File: src/rtl/pbx_pkg.sv
package pbx_pkg;
    parameter int PBX_DATA_W = 8;
    parameter int PBX_LANES  = 2;

    typedef enum logic {
        LANE_A = 1'b0,
        LANE_B = 1'b1
    } pbx_lane_e;
endpackage

File: src/rtl/pbx_parity_unit.sv
module pbx_parity_unit #(
    parameter int DATA_W = pbx_pkg::PBX_DATA_W
) (
    input  logic [DATA_W-1:0] data_in,
    input  logic              par_in,
    input  logic              odd_sel,
    output logic              gen_par,
    output logic              fail
);
    logic data_xor;

    always_comb begin
        data_xor = ^data_in;
        // generated bit makes the 9-bit XOR equal odd_sel
        gen_par  = data_xor ^ odd_sel;
        // word fails when its 9-bit XOR disagrees with the polarity
        fail     = (data_xor ^ par_in) != odd_sel;
    end
endmodule

File: src/rtl/pbx_lane.sv
module pbx_lane #(
    parameter int DATA_W = pbx_pkg::PBX_DATA_W
) (
    input  logic              clk,
    input  logic              rst_n,
    input  logic [DATA_W:0]   in_word,
    input  logic              le,
    input  logic              sel_feed,
    input  logic              odd_sel,
    output logic [DATA_W:0]   fwd_word,
    output logic              err_n
);
    localparam int WORD_W = DATA_W + 1;
    localparam int PAR_BIT = DATA_W;

    typedef struct packed {
        logic [WORD_W-1:0] held;
    } lane_st_t;

    lane_st_t          st_d, st_q;
    logic [WORD_W-1:0] view_word;
    logic              gen_par;
    logic              chk_fail;

    always_comb begin
        st_d = st_q;
        if (le) begin
            st_d.held = in_word;
        end
    end

    always_ff @(posedge clk or negedge rst_n) begin
        if (!rst_n) begin
            st_q <= '0;
        end else begin
            st_q <= st_d;
        end
    end

    assign view_word = le ? in_word : st_q.held;

    pbx_parity_unit #(.DATA_W(DATA_W)) par_i (
        .data_in (view_word[DATA_W-1:0]),
        .par_in  (view_word[PAR_BIT]),
        .odd_sel (odd_sel),
        .gen_par (gen_par),
        .fail    (chk_fail)
    );

    always_comb begin
        fwd_word[DATA_W-1:0] = view_word[DATA_W-1:0];
        fwd_word[PAR_BIT]    = sel_feed ? view_word[PAR_BIT] : gen_par;
        err_n                = ~chk_fail;
    end

    AST_GEN_PARITY: assert property (@(posedge clk) disable iff (!rst_n)
        !sel_feed |-> ((^fwd_word) == odd_sel));
    AST_FEED_PARITY: assert property (@(posedge clk) disable iff (!rst_n)
        sel_feed |-> (fwd_word[PAR_BIT] == view_word[PAR_BIT]));
    AST_ERR_HELD: assert property (@(posedge clk) disable iff (!rst_n)
        (!le && $past(!le) && $stable(odd_sel)) |-> $stable(err_n));
    AST_RESET_CLEAR: assert property (@(posedge clk) disable iff (!rst_n)
        $rose(rst_n) |-> (st_q.held == '0));
endmodule

File: src/rtl/pbx_drive_arb.sv
module pbx_drive_arb #(
    parameter int WORD_W = pbx_pkg::PBX_DATA_W + 1
) (
    input  logic              clk,
    input  logic              rst_n,
    input  logic              oe_a_n,
    input  logic              oe_b_n,
    input  logic [WORD_W-1:0] word_to_a,
    input  logic [WORD_W-1:0] word_to_b,
    output logic [WORD_W-1:0] a_out,
    output logic              a_oe,
    output logic [WORD_W-1:0] b_out,
    output logic              b_oe
);
    always_comb begin
        b_oe  = ~oe_b_n;
        // bus B wins when both drivers are requested
        a_oe  = ~oe_a_n & oe_b_n;
        b_out = b_oe ? word_to_b : '0;
        a_out = a_oe ? word_to_a : '0;
    end

    AST_SINGLE_DRIVER: assert property (@(posedge clk) disable iff (!rst_n)
        !(a_oe && b_oe));
    AST_IDLE_QUIET_A: assert property (@(posedge clk) disable iff (!rst_n)
        !a_oe |-> (a_out == '0));
    AST_IDLE_QUIET_B: assert property (@(posedge clk) disable iff (!rst_n)
        !b_oe |-> (b_out == '0));
endmodule

File: src/rtl/pbx_transceiver.sv
module pbx_transceiver #(
    parameter int DATA_W = pbx_pkg::PBX_DATA_W
) (
    input  logic              clk,
    input  logic              rst_n,
    input  logic [DATA_W:0]   a_in,
    input  logic [DATA_W:0]   b_in,
    input  logic              le_a,
    input  logic              le_b,
    input  logic              sel_feed,
    input  logic              odd_sel,
    input  logic              oe_a_n,
    input  logic              oe_b_n,
    output logic [DATA_W:0]   a_out,
    output logic              a_oe,
    output logic [DATA_W:0]   b_out,
    output logic              b_oe,
    output logic              err_a_n,
    output logic              err_b_n
);
    import pbx_pkg::*;

    localparam int WORD_W = DATA_W + 1;
    localparam int LANES  = PBX_LANES;

    logic [WORD_W-1:0] lane_in  [LANES];
    logic [WORD_W-1:0] lane_fwd [LANES];
    logic              lane_le  [LANES];
    logic              lane_err [LANES];

    always_comb begin
        lane_in[LANE_A] = a_in;
        lane_in[LANE_B] = b_in;
        lane_le[LANE_A] = le_a;
        lane_le[LANE_B] = le_b;
    end

    for (genvar g = 0; g < LANES; g++) begin : g_lane
        pbx_lane #(.DATA_W(DATA_W)) lane_i (
            .clk      (clk),
            .rst_n    (rst_n),
            .in_word  (lane_in[g]),
            .le       (lane_le[g]),
            .sel_feed (sel_feed),
            .odd_sel  (odd_sel),
            .fwd_word (lane_fwd[g]),
            .err_n    (lane_err[g])
        );
    end

    assign err_a_n = lane_err[LANE_A];
    assign err_b_n = lane_err[LANE_B];

    pbx_drive_arb #(.WORD_W(WORD_W)) arb_i (
        .clk       (clk),
        .rst_n     (rst_n),
        .oe_a_n    (oe_a_n),
        .oe_b_n    (oe_b_n),
        .word_to_a (lane_fwd[LANE_B]),
        .word_to_b (lane_fwd[LANE_A]),
        .a_out     (a_out),
        .a_oe      (a_oe),
        .b_out     (b_out),
        .b_oe      (b_oe)
    );

    AST_PASS_A2B: assert property (@(posedge clk) disable iff (!rst_n)
        (le_a && !oe_b_n) |-> (b_out[DATA_W-1:0] == a_in[DATA_W-1:0]));
    AST_PASS_B2A: assert property (@(posedge clk) disable iff (!rst_n)
        (le_b && a_oe) |-> (a_out[DATA_W-1:0] == b_in[DATA_W-1:0]));
    AST_HOLD_A2B: assert property (@(posedge clk) disable iff (!rst_n)
        (!le_a && $past(!le_a) && !oe_b_n && $stable(oe_b_n)
         && $stable(sel_feed) && $stable(odd_sel)) |-> $stable(b_out));
endmodule

File: config.mk
export PLATFORM = sky130hd
export DESIGN_NAME = pbx_transceiver
export DESIGN_NICKNAME = d
export VERILOG_FILES = /design/src/rtl/pbx_pkg.sv /design/src/rtl/pbx_parity_unit.sv /design/src/rtl/pbx_lane.sv /design/src/rtl/pbx_drive_arb.sv /design/src/rtl/pbx_transceiver.sv
export SDC_FILE = /design/constraint.sdc
export NUM_CORES = 1
export LEC_CHECK = 0
export ABC_AREA = 1
export BUFFER_PORTS_ARGS = -buffer_cell sky130_fd_sc_hd__buf_2
export CORE_UTILIZATION = 45
export DETAILED_ROUTE_END_ITERATION = 8
export GPL_ROUTABILITY_DRIVEN = 0
export PLACE_DENSITY = 0.87
export SLEW_MARGIN = 30
export SYNTH_ARGS = -nofsm -noshare
export SYNTH_HDL_FRONTEND = slang
export SYNTH_SLANG_ARGS = --single-unit
File: constraint.sdc
create_clock -name clk -period 1.1 [get_ports clk]
set_clock_uncertainty 0.1 [all_clocks]
set_input_delay 0 -clock clk [delete_from_list [all_inputs] [get_ports clk]]
set_output_delay 0 -clock clk [all_outputs]
set_load 0.03 [all_outputs]
==> reports/metrics.yaml <==
run_status:
  outcome: "finished with violations"
  failed_checks: "hold timing, setup timing"
floorplanning:
  floorplan.die.height_um: 57.3
  design.portCount: 48
  coreArea_mm2: 0.00283
  row_count: 19
  fp.dieArea_mm2: 0.00329
  die_x_um: 57.3
  start_util_pct: 48.7
global_routing:
  globalRouteOverflowTotal: 0
  grtUsageTotal_pct: 24.3
  grt_start_max_net_pins: 19
  grt_first_pass_wirelength_mm: 6.13
  vias_in_the_first_global_route: 1508
  grt_antenna_before_repair: 0
sta:
  finalCritPeriodShare_pct: 173
  worst_slew_margin_rel_pct: 71.0
  fmax_ghz: 0.527
  finalCriticalPeriod_ps: 1900
  finalHoldViolCount: 17
  rsz0062_at_grt: "true"
  setup-tns-final_ps: -6020
  hold-worst-slack_ps: -153
  worst-slew-pin-transition_ps: 435
  slew_violations: 0
  timing.final.setup_violations: 20
  fin_ws_ps: -798
hold_path:
  whs_path_depth: 3
  min_path_type: "in -> reg"
  worst_hold_path_endpoint: "g_lane[1].lane_i.st_q[6]"
  timing.hold.worst.start: "b_in[6]"
routing:
  drt-wirelength-per-cell_um: 14.8
  routed_via_density: 5.17
  initialDrtViolationCount: 58
  drc: 0
  routed_wl_mm: 4.67
  drt.antenna.violating_nets: 0
  overall_via_count_from_detail_route: 1630
  detailedRoute.firstPassIterationCount: 4
yosys:
  synth_top_cell_area_share_pct: 32.7
  syn_area_mm2: 0.00138
  synth_most_common_cell: "sky130_fd_sc_hd__nand2_1"
  ys_types: 20
  synthesis_warning_total: 0
  synth-seq-area-share_pct: 32.7
  synth.top_cells.by_area: "sky130_fd_sc_hd__dfrtp_1 (33%), sky130_fd_sc_hd__nand2_1 (22%), sky130_fd_sc_hd__inv_1 (9.3%)"
  synth.net_count: 237
  syn_inst: 211
  synth_area_per_cell_um2: 6.53
  synth_top_area_cell: "sky130_fd_sc_hd__dfrtp_1"
  postSynth.asyncResetShare_pct: 100
  synthFlopType: "sky130_fd_sc_hd__dfrtp_1"
  synth-edff-count: 0
  synth-seq-cells: 18
  synth_common_cells: "sky130_fd_sc_hd__nand2_1 (79), sky130_fd_sc_hd__inv_1 (34), sky130_fd_sc_hd__nand2_2 (20), sky130_fd_sc_hd__dfrtp_1 (18), sky130_fd_sc_hd__nor2_1 (17)"
final_layout:
  largest_reg_flops: 18
  post-route-util_pct: 83.0
  post_layout_nonfiller_instances: 315
  largest_registers: "g_lane.lane_i.st_q: 18 flops"
  drive_above_1_share_pct: 63.4
  largest_register: "g_lane.lane_i.st_q"
  diodes: 0
  multiInputGateArea_mm2: 0.00102
  nFillCells: 138
  final-seq-area_um2: 450
  fin_nets: 312
  syn_to_final_growth_pct: 70.4
critical_path:
  timing.critical_path.arrival_ps: 1800
  setup.worst_path.class: "reg -> out"
  endpoint_of_the_worst_slack_reg_to_reg_timing_path: "g_lane[0].lane_i.st_q[1]"
  critPathMaxFanout: 3
  timing.critical_path.from_type: "flop"
  r2r_worst_path_depth: 3
  timing.critical_path.to_type: "output port"
  required_ps: 1000
  ff_to_ff_setup_slack_ps: 190
  worstReg2RegStart: "g_lane[0].lane_i.st_q[1]"
flow_run:
  timing.max_cap.violations: 0
power:
  power_switching_share_pct: 43.1
  power.clock.fraction_pct: 14.5
  power_report.internal_total_mw: 1.40
  p_switching_mw: 1.06
  vdd_drop_max_uv: 730
  power.combinational.fraction_pct: 54.9
  leakagePower_nw: 1.27
  seqPwrFrac_pct: 30.6
  powerDensity_mw_per_mm2: 1050
cts:
  cts_num_sinks: 18
  ctsRootBufferMaster: "sky130_fd_sc_hd__clkbuf_4"
  cts_hold_buffers: 1
  cts-htree-levels: 1
  tritoncts.num_buffers: 3
  insertion_delay_ps: 310
  cts_tree: "done"
  cts.reportedPaths.clkPinSlew_ps: 100
  clock_tree.buffer_depth: 2
place:
  dpl.cell_count: 309
  buffer_ports.inserted: 47
  detailedPlacementHpwl_mm: 2.64
## power groups by stage
stage / logic (mW) / clock network (mW) / registers, mW
2_1_floorplan: 0.697 / 0 / 0.756
3_3_place_gp: 0.959 / 0 / 0.758
3_5_place_dp: 0.989 / 0 / 0.762
4_1_cts: 1.14 / 0.350 / 0.750
5_1_grt: 1.44 / 0.383 / 0.758
6_report: 1.35 / 0.358 / 0.755
## per-layer routing
layer	vias up	share of wire (%)	track usage (%)
met5	-	0	0
met1	783	40	29.7
met3	13	4.5	2.49
met2	60	53	42.4
li1	774	-	-
met4	0	2.3	12.9
## worst max-delay path by stage
| stage | startpoint | cells after the start | end | slack (ps) |
|---|---|---|---|---|
| final | g_lane[1].lane_i.st_q[3] | 13 | err_b_n | -800 |
| after global routing | g_lane[1].lane_i.st_q[3] | 13 | err_b_n | -870 |
| after CTS | g_lane[1].lane_i.st_q[3] | 14 | err_b_n | -700 |
| after detailed placement | g_lane[0].lane_i.st_q[1] | 10 | err_a_n | -440 |
| after global placement | g_lane[0].lane_i.st_q[5] | 14 | err_a_n | -390 |
| after floorplan | g_lane[0].lane_i.st_q[6] | 11 | b_out[8] | -200 |
## cells in the final DEF (no fill, tap or decap), drive strengths merged, types with 3 or more instances in the layout
| master | synthesis | routed |
|---|---|---|
| nand2 | 100 | 100 |
| buf | 5 | 75 |
| inv | 41 | 40 |
| dfrtp | 18 | 18 |
| o21ai | 17 | 17 |
| nor2 | 17 | 17 |
| nand3 | 10 | 10 |
| clkbuf | 1 | 3 |
## timing repair
item	in CTS	in global routing
buffers inserted	4	5
hold endpoints to repair	36	16
endpoints found under the setup margin	20	20
resized for setup	60	48
pin swaps	11	20
## worst max-delay path: stages (launching register included)
cell	delay [ps]
sky130_fd_sc_hd__dfrtp_1	430
sky130_fd_sc_hd__inv_2	70
sky130_fd_sc_hd__nand2_2	60
sky130_fd_sc_hd__nand2_2	80
sky130_fd_sc_hd__nand2_2	70
sky130_fd_sc_hd__nand2_4	90
sky130_fd_sc_hd__inv_4	50
sky130_fd_sc_hd__nand2_2	80
sky130_fd_sc_hd__nand3_4	110
sky130_fd_sc_hd__nand2_4	90
sky130_fd_sc_hd__nand2_4	60
sky130_fd_sc_hd__nand3b_1	130
sky130_fd_sc_hd__nand2_4	50
sky130_fd_sc_hd__buf_6	130
## final cells by class
class | count | area share, %
Clock buffer | 3 | 0.959
Tap cell | 31 | 1.65
Timing Repair Buffer | 76 | 27.1
Multi-Input combinational cell | 146 | 43.4
Inverter | 41 | 7.68
Sequential cell | 18 | 19.2
## through the flow
stage | setup WS, ps | power (mW) | cell area (um^2)
finish | -798 | 2.47 | 2350
CTS | -699 | 2.23 | 2160
global placement | -387 | 1.72 | 1940
global route | -875 | 2.58 | 2350
floorplan | -205 | 1.45 | 1520
detailed placement | -441 | 1.75 | 1940
## logic make-up (layout without fill, tap and decap cells)
kind of cell / Yosys count / after routing / synth area share, %
flops: 18 / 18 / 32.7
compound gates: 18 / 18 / 8.72
buf+inv: 47 / 120 / 16.9
simple gates: 128 / 128 / 41.7
Note: power is estimated with default switching activity, not from simulation.
